$ cat config.mk
export PLATFORM = sky130hd
export DESIGN_NAME = copreq_guard
export DESIGN_NICKNAME = d
export VERILOG_FILES = /design/src/rtl/copreq_pkg.sv /design/src/rtl/copreq_maskbank.sv /design/src/rtl/copreq_evaluator.sv /design/src/rtl/copreq_guard.sv
export SDC_FILE = /design/constraint.sdc
export NUM_CORES = 1
export LEC_CHECK = 0
export ABC_AREA = 0
export BUFFER_PORTS_ARGS = -buffer_cell sky130_fd_sc_hd__buf_4
export CAP_MARGIN = 20
export CORE_MARGIN = 1
export CORE_UTILIZATION = 48
export CTS_CLUSTER_DIAMETER = 50
export DETAILED_ROUTE_END_ITERATION = 10
export PLACE_DENSITY = 0.77
export SKIP_LAST_GASP = 1
export SLEW_MARGIN = 25
export SYNTH_ARGS = -nofsm -noshare
export SYNTH_HDL_FRONTEND = slang
export SYNTH_HIERARCHICAL = 1
export SYNTH_SLANG_ARGS = --single-unit
$ cat constraint.sdc
create_clock -name clk -period 2.9 [get_ports clk]
set_input_delay 0.58 -clock clk [delete_from_list [all_inputs] [get_ports clk]]
set_output_delay 0.58 -clock clk [all_outputs]
set_load 0.1 [all_outputs]
$ cat src/rtl/copreq_pkg.sv
package copreq_pkg;

    localparam int MASK_W    = 64;
    localparam int IMPL_W    = 32;
    localparam int CT_W      = $clog2(MASK_W);
    localparam int ALIGN_LOG = 7;

    typedef logic [CT_W-1:0] ctype_t;

    typedef enum logic [1:0] {
        PRIV_PROBLEM = 2'd0,
        PRIV_SUPER   = 2'd1,
        PRIV_HYPER   = 2'd2,
        PRIV_HYPER2  = 2'd3
    } priv_e;

    typedef enum logic [1:0] {
        VERDICT_ACCEPT  = 2'd0,
        VERDICT_ALIGN   = 2'd1,
        VERDICT_UNAVAIL = 2'd2
    } verdict_e;

    function automatic logic [MASK_W-1:0] widen_mask(input logic [IMPL_W-1:0] impl);
        return {{(MASK_W-IMPL_W){1'b0}}, impl};
    endfunction

    function automatic logic type_enabled(input logic [MASK_W-1:0] arch, input ctype_t ct);
        ctype_t idx;
        idx = ctype_t'(MASK_W-1) - ct;
        return arch[idx];
    endfunction

endpackage

$ cat src/rtl/copreq_maskbank.sv
module copreq_maskbank
    import copreq_pkg::*;
#(
    parameter int NTHREADS = 4,
    localparam int TID_W   = (NTHREADS > 1) ? $clog2(NTHREADS) : 1
) (
    input  logic               clk,
    input  logic               rst,
    input  logic               wr_en,
    input  logic [TID_W-1:0]   wr_tid,
    input  logic [MASK_W-1:0]  wr_data,
    input  logic [TID_W-1:0]   rd_tid,
    output logic [MASK_W-1:0]  rd_data,
    input  logic [TID_W-1:0]   chk_tid,
    output logic [MASK_W-1:0]  chk_mask
);

    logic [IMPL_W-1:0] mask_q [NTHREADS];

    for (genvar t = 0; t < NTHREADS; t++) begin : g_thread
        always_ff @(posedge clk) begin
            if (rst) begin
                mask_q[t] <= '0;
            end else if (wr_en && (wr_tid == TID_W'(t))) begin
                mask_q[t] <= wr_data[IMPL_W-1:0];
            end
        end

        p_write_lands_r7: assert property (@(posedge clk) disable iff (rst)
            (wr_en && wr_tid == TID_W'(t)) |=> (mask_q[t] == $past(wr_data[IMPL_W-1:0])));

        p_others_hold_r7: assert property (@(posedge clk) disable iff (rst)
            !(wr_en && wr_tid == TID_W'(t)) |=> $stable(mask_q[t]));
    end

    always_comb begin
        rd_data  = widen_mask(mask_q[rd_tid]);
        chk_mask = widen_mask(mask_q[chk_tid]);
    end

endmodule

$ cat src/rtl/copreq_evaluator.sv
module copreq_evaluator
    import copreq_pkg::*;
#(
    parameter int ADDR_W = 64
) (
    input  logic [MASK_W-1:0] arch_mask,
    input  priv_e             priv,
    input  ctype_t            ctype,
    input  logic [ADDR_W-1:0] ea,
    output verdict_e          verdict
);

    logic aligned;
    logic bypass;
    logic enabled;

    always_comb begin
        aligned = (ea[ALIGN_LOG-1:0] == '0);
        bypass  = (priv != PRIV_PROBLEM);
        enabled = type_enabled(arch_mask, ctype);
        if (!aligned) begin
            verdict = VERDICT_ALIGN;
        end else if (bypass || enabled) begin
            verdict = VERDICT_ACCEPT;
        end else begin
            verdict = VERDICT_UNAVAIL;
        end
    end

endmodule

$ cat src/rtl/copreq_guard.sv
module copreq_guard
    import copreq_pkg::*;
#(
    parameter int NTHREADS = 4,
    parameter int ADDR_W   = 64,
    localparam int TID_W   = (NTHREADS > 1) ? $clog2(NTHREADS) : 1
) (
    input  logic              clk,
    input  logic              rst,
    input  logic              spr_wr_en,
    input  logic [TID_W-1:0]  spr_wr_tid,
    input  logic [63:0]       spr_wr_data,
    input  logic [TID_W-1:0]  spr_rd_tid,
    output logic [63:0]       spr_rd_data,
    input  logic              req_valid,
    output logic              req_ready,
    input  logic [TID_W-1:0]  req_tid,
    input  logic [1:0]        req_priv,
    input  logic [5:0]        req_ctype,
    input  logic [ADDR_W-1:0] req_ea,
    output logic              rsp_valid,
    output logic [1:0]        rsp_code
);

    logic [MASK_W-1:0] chk_mask;
    verdict_e          verdict;
    verdict_e          code_q;
    logic              fire;

    assign req_ready = !rst;
    assign fire      = req_valid && req_ready;

    copreq_maskbank #(.NTHREADS(NTHREADS)) u_bank (
        .clk      (clk),
        .rst      (rst),
        .wr_en    (spr_wr_en),
        .wr_tid   (spr_wr_tid),
        .wr_data  (spr_wr_data),
        .rd_tid   (spr_rd_tid),
        .rd_data  (spr_rd_data),
        .chk_tid  (req_tid),
        .chk_mask (chk_mask)
    );

    copreq_evaluator #(.ADDR_W(ADDR_W)) u_eval (
        .arch_mask (chk_mask),
        .priv      (priv_e'(req_priv)),
        .ctype     (ctype_t'(req_ctype)),
        .ea        (req_ea),
        .verdict   (verdict)
    );

    always_ff @(posedge clk) begin
        if (rst) begin
            rsp_valid <= 1'b0;
            code_q    <= VERDICT_ACCEPT;
        end else begin
            rsp_valid <= fire;
            if (fire) begin
                code_q <= verdict;
            end
        end
    end

    assign rsp_code = code_q;

    p_latency_r8: assert property (@(posedge clk) disable iff (rst)
        fire |=> rsp_valid);

    p_no_spurious_r8: assert property (@(posedge clk) disable iff (rst)
        !fire |=> !rsp_valid);

    p_align_first_r2: assert property (@(posedge clk) disable iff (rst)
        (fire && req_ea[ALIGN_LOG-1:0] != '0) |=> (rsp_code == VERDICT_ALIGN));

    p_bypass_r3: assert property (@(posedge clk) disable iff (rst)
        (fire && req_ea[ALIGN_LOG-1:0] == '0 && req_priv != 2'd0) |=> (rsp_code == VERDICT_ACCEPT));

    p_reserved_half_r6: assert property (@(posedge clk) disable iff (rst)
        (fire && req_ea[ALIGN_LOG-1:0] == '0 && req_priv == 2'd0 && req_ctype < 6'd32)
            |=> (rsp_code == VERDICT_UNAVAIL));

    p_read_upper_r6: assert property (@(posedge clk) disable iff (rst)
        spr_rd_data[63:32] == 32'd0);

endmodule

==> impl_summary.txt <==
----------------------------------------------------
[Logic synthesis]
  Async S/R FF share, synth ... 0%
  Syn avg cell area ... 14.5 um^2
  Post-synth top flop ... sky130_fd_sc_hd__edfxtp_1
  Yosys warning total ... 6
  Combinational family with the most area after synthesis ... multiplexers
  Register area share after synthesis ... between 50 and 60%
  Post-Synth Adder-Cell Area ... 0%
  Number of flops mapped to enable cells by yosys ... 128
  Mux share of post-synthesis cell area ... 25.2%
  Number of register bits inferred by synthesis ... between 100 and 150
  Area fraction in compound gates after synthesis ... 1.33%
  Number of distinct library cells after synthesis ... 33
  Netlist area before placement ... 0.00761 mm^2
  Post-synthesis instance total ... 523
  Synth Area in Simple Gates ... approximately 11%
  Share of the synthesized netlist area taken by xor and xnor gates ... 0%

[Timing]
  Actual slew at the worst max-slew pin ... 529 ps
  Endpoints failing hold ... 0
  Clock Skews ... approximately 5.5 ps
  Max_slew headroom ... 64.7%
  Unrepaired setup endpoints after global routing ... false
  Tcrit/Tclk final ... 86.9%
  Setup Viol. Count Final ... 0
  Crit path time final ... approximately 2500 ps
  Max Transition Viols Final ... 0
  Max Fclk ... 397 MHz
  Fin Hold WS ... 425 ps
  Setup tns final ... 0 ps

[GRT]
  GR Layer Usage met1 ... between 20 and 30%
  Met3 GRT Util ... 5.30%
  Maximum number of pins on one net before global-route repair ... 41
  Wire length of the first global-routing pass ... 26600 um
  GR peak layer ... met2
  Gr usage total ... a little under a quarter
  Number of global-route vias before repair ... 4954
  Met2 GRT Util ... 39.5%
  Number of antenna violations at the first check in global routing ... 0
  Final global-route overflow total ... 0

[CTS]
  CTS Hold Bufs ... 0
  CTS Buf Count ... 17
  Clk_lat worst skew ... 420 ps
  Number of post-CTS setup repair buffers ... 0
  H-Tree Level Count ... 4
  Post-cts resize count ... 0
  Clock slew at the register clock pins of the worst setup and hold paths ... 50 ps
  Clock Tree Root ... sky130_fd_sc_hd__clkbuf_16
  TritonCTS clock tree ... done
  Sink Count ... around 130
  Maximum buffer depth of the clock tree ... 2

[Placement]
  HPWL after detailed placement ... 11000 um
  Final Wtd Congestion ... 0.772
  IO buf count ... 92

[Critical path]
  Crit. End Element ... output pin
  Worst path arrival time ... 1940 ps
  Worst r2r src ... u_bank/mask_q[2][5]
  Largest fanout on the critical path ... 15
  Crit start category ... input pin
  Worst setup path start ... spr_rd_tid[0]
  Worst endpoint required time ... 2320 ps
  WS Path Type ... in2out
  Reg2Reg Depth ... 7

[Die]
  Placeable Area ... 0.0153 mm^2
  Std-Cell Rows ... 45
  Horizontal extent of the die ... 128 um
  Die Span Y ... 128 um
  Initial cell density of the core ... 49.7%
  Area of the die ... between 0.015 and 0.02 mm^2
  Number of I/O pins ... 214

[Finish]
  Post-synthesis to final-layout area growth ... 15.7%
  Final-stage net count ... 757
  Most common cell after layout, fill and taps aside ... sky130_fd_sc_hd__nor2_1
  Number of diodes added for antenna fixing ... 0
  Highest-count cells in the layout ignoring fill and taps ... sky130_fd_sc_hd__nor2_1, sky130_fd_sc_hd__edfxtp_1, sky130_fd_sc_hd__buf_4, sky130_fd_sc_hd__mux4_2, sky130_fd_sc_hd__conb_1
  Fraction of layout instances using a drive strength above 1 ... 34.0%

[Pwr]
  Leakage power ... 3.27 nW
  Final Power ... 5.80 mW
  Pwr Density ... between 600 and 700 mW/mm^2
  Maximum VDD drop ... 0.467 mV

[Route]
  Number of nets still failing antenna checks after routing ... 0
  Residual DRC count ... 0
  Number of optimization iterations in the first detailed-route pass ... 5
  Average routed wire per standard cell ... around 21 um
  Vias per std cell ... 5.56
  Number of vias in the routed layout ... about 4600
  WL final ... between 15000 and 20000 um
  Count of routing violations after the opening detailed-route iteration ... 308

[Job]
  Count of maximum capacitance violations ... 0

[Worst hold path]
  Number of cells traversed by the worst hold path ... 2
  Classification of the worst-slack hold path ... in2reg
  Worst hold start ... req_valid

[Run status]
  Outcome ... finished, final reports clean

----------------------------------------------------
-- kinds of logic (layout without fill, tap and decap cells) --
group | after synthesis | count (layout)
other | 1 | 64
and+or+nand+nor | 184 | 184
DFF | 131 | 131
buffers and inverters | 108 | 145
muxes | 87 | 87
AOI/OAI and AO/OA | 12 | 12
-- flip-flops by register name, summed over array words and instances (netlist names) --
signal,count
rsp_code,2
rsp_valid,1
u_bank/mask_q,128
-- through the flow --
stage	instances	instance area, um^2	setup slack [ps]	util, %
finish	834	8800	379	57.5
global route	834	8800	314	57.5
CTS	834	8800	359	57.5
detailed placement	803	8210	-2.29	53.6
global placement	803	8210	77.5	53.6
floorplan	586	7840	-101	-
-- metal layers --
metal,routed length [um],part of all wire [%]
met1,6420,37
met2,9150,53
met3,1550,8.9
met4,233,1.3
met5,0,0
-- synth_stat cells (4+ instances only) --
cell type | instances | area [um^2]
sky130_fd_sc_hd__buf_6 | 7 | 78.8
sky130_fd_sc_hd__mux4_1 | 14 | 368
sky130_fd_sc_hd__buf_12 | 7 | 140
sky130_fd_sc_hd__clkbuf_1 | 9 | 33.8
sky130_fd_sc_hd__nand3b_1 | 34 | 255
sky130_fd_sc_hd__nand2_1 | 4 | 15.0
sky130_fd_sc_hd__buf_2 | 17 | 85.1
sky130_fd_sc_hd__buf_4 | 65 | 488
sky130_fd_sc_hd__edfxtp_1 | 128 | 3840
sky130_fd_sc_hd__nor2_1 | 134 | 503
sky130_fd_sc_hd__o21bai_1 | 4 | 30.0
sky130_fd_sc_hd__mux4_2 | 65 | 1460
sky130_fd_sc_hd__mux2i_1 | 5 | 50.1
-- cell type report --
type	instances	area [um^2]
flip-flops and latches	131	3900
clock inverters	13	166
repair buffers	111	908
multi-input cells	347	3120
inverters	3	11.3
well taps	211	264
fillers	1222	6510
clock buffers	18	429
-- path summary, 6_finish.rpt --
kind | end | slack (ps)
worst min register to register | rsp_code[1] | 510
worst min-delay path | rsp_valid | 430
worst max register to register | rsp_code[1] | 560
worst max-delay path | spr_rd_data[9] | 380
-- report_power, final --
group / switching (mW) / internal (mW) / total (mW) / leakage (nW)
combinational: 0.941 / 0.397 / 1.34 / 1.70
clock: 0.763 / 1.41 / 2.18 / 0.288
sequential: 0.0628 / 2.23 / 2.29 / 1.28
-- critical path, cell delays in order --
cell and delay (ps):
sky130_fd_sc_hd__buf_4 280, sky130_fd_sc_hd__buf_4 260, sky130_fd_sc_hd__mux4_2 550, sky130_fd_sc_hd__buf_4 260
(Power assumes the default switching activity.)
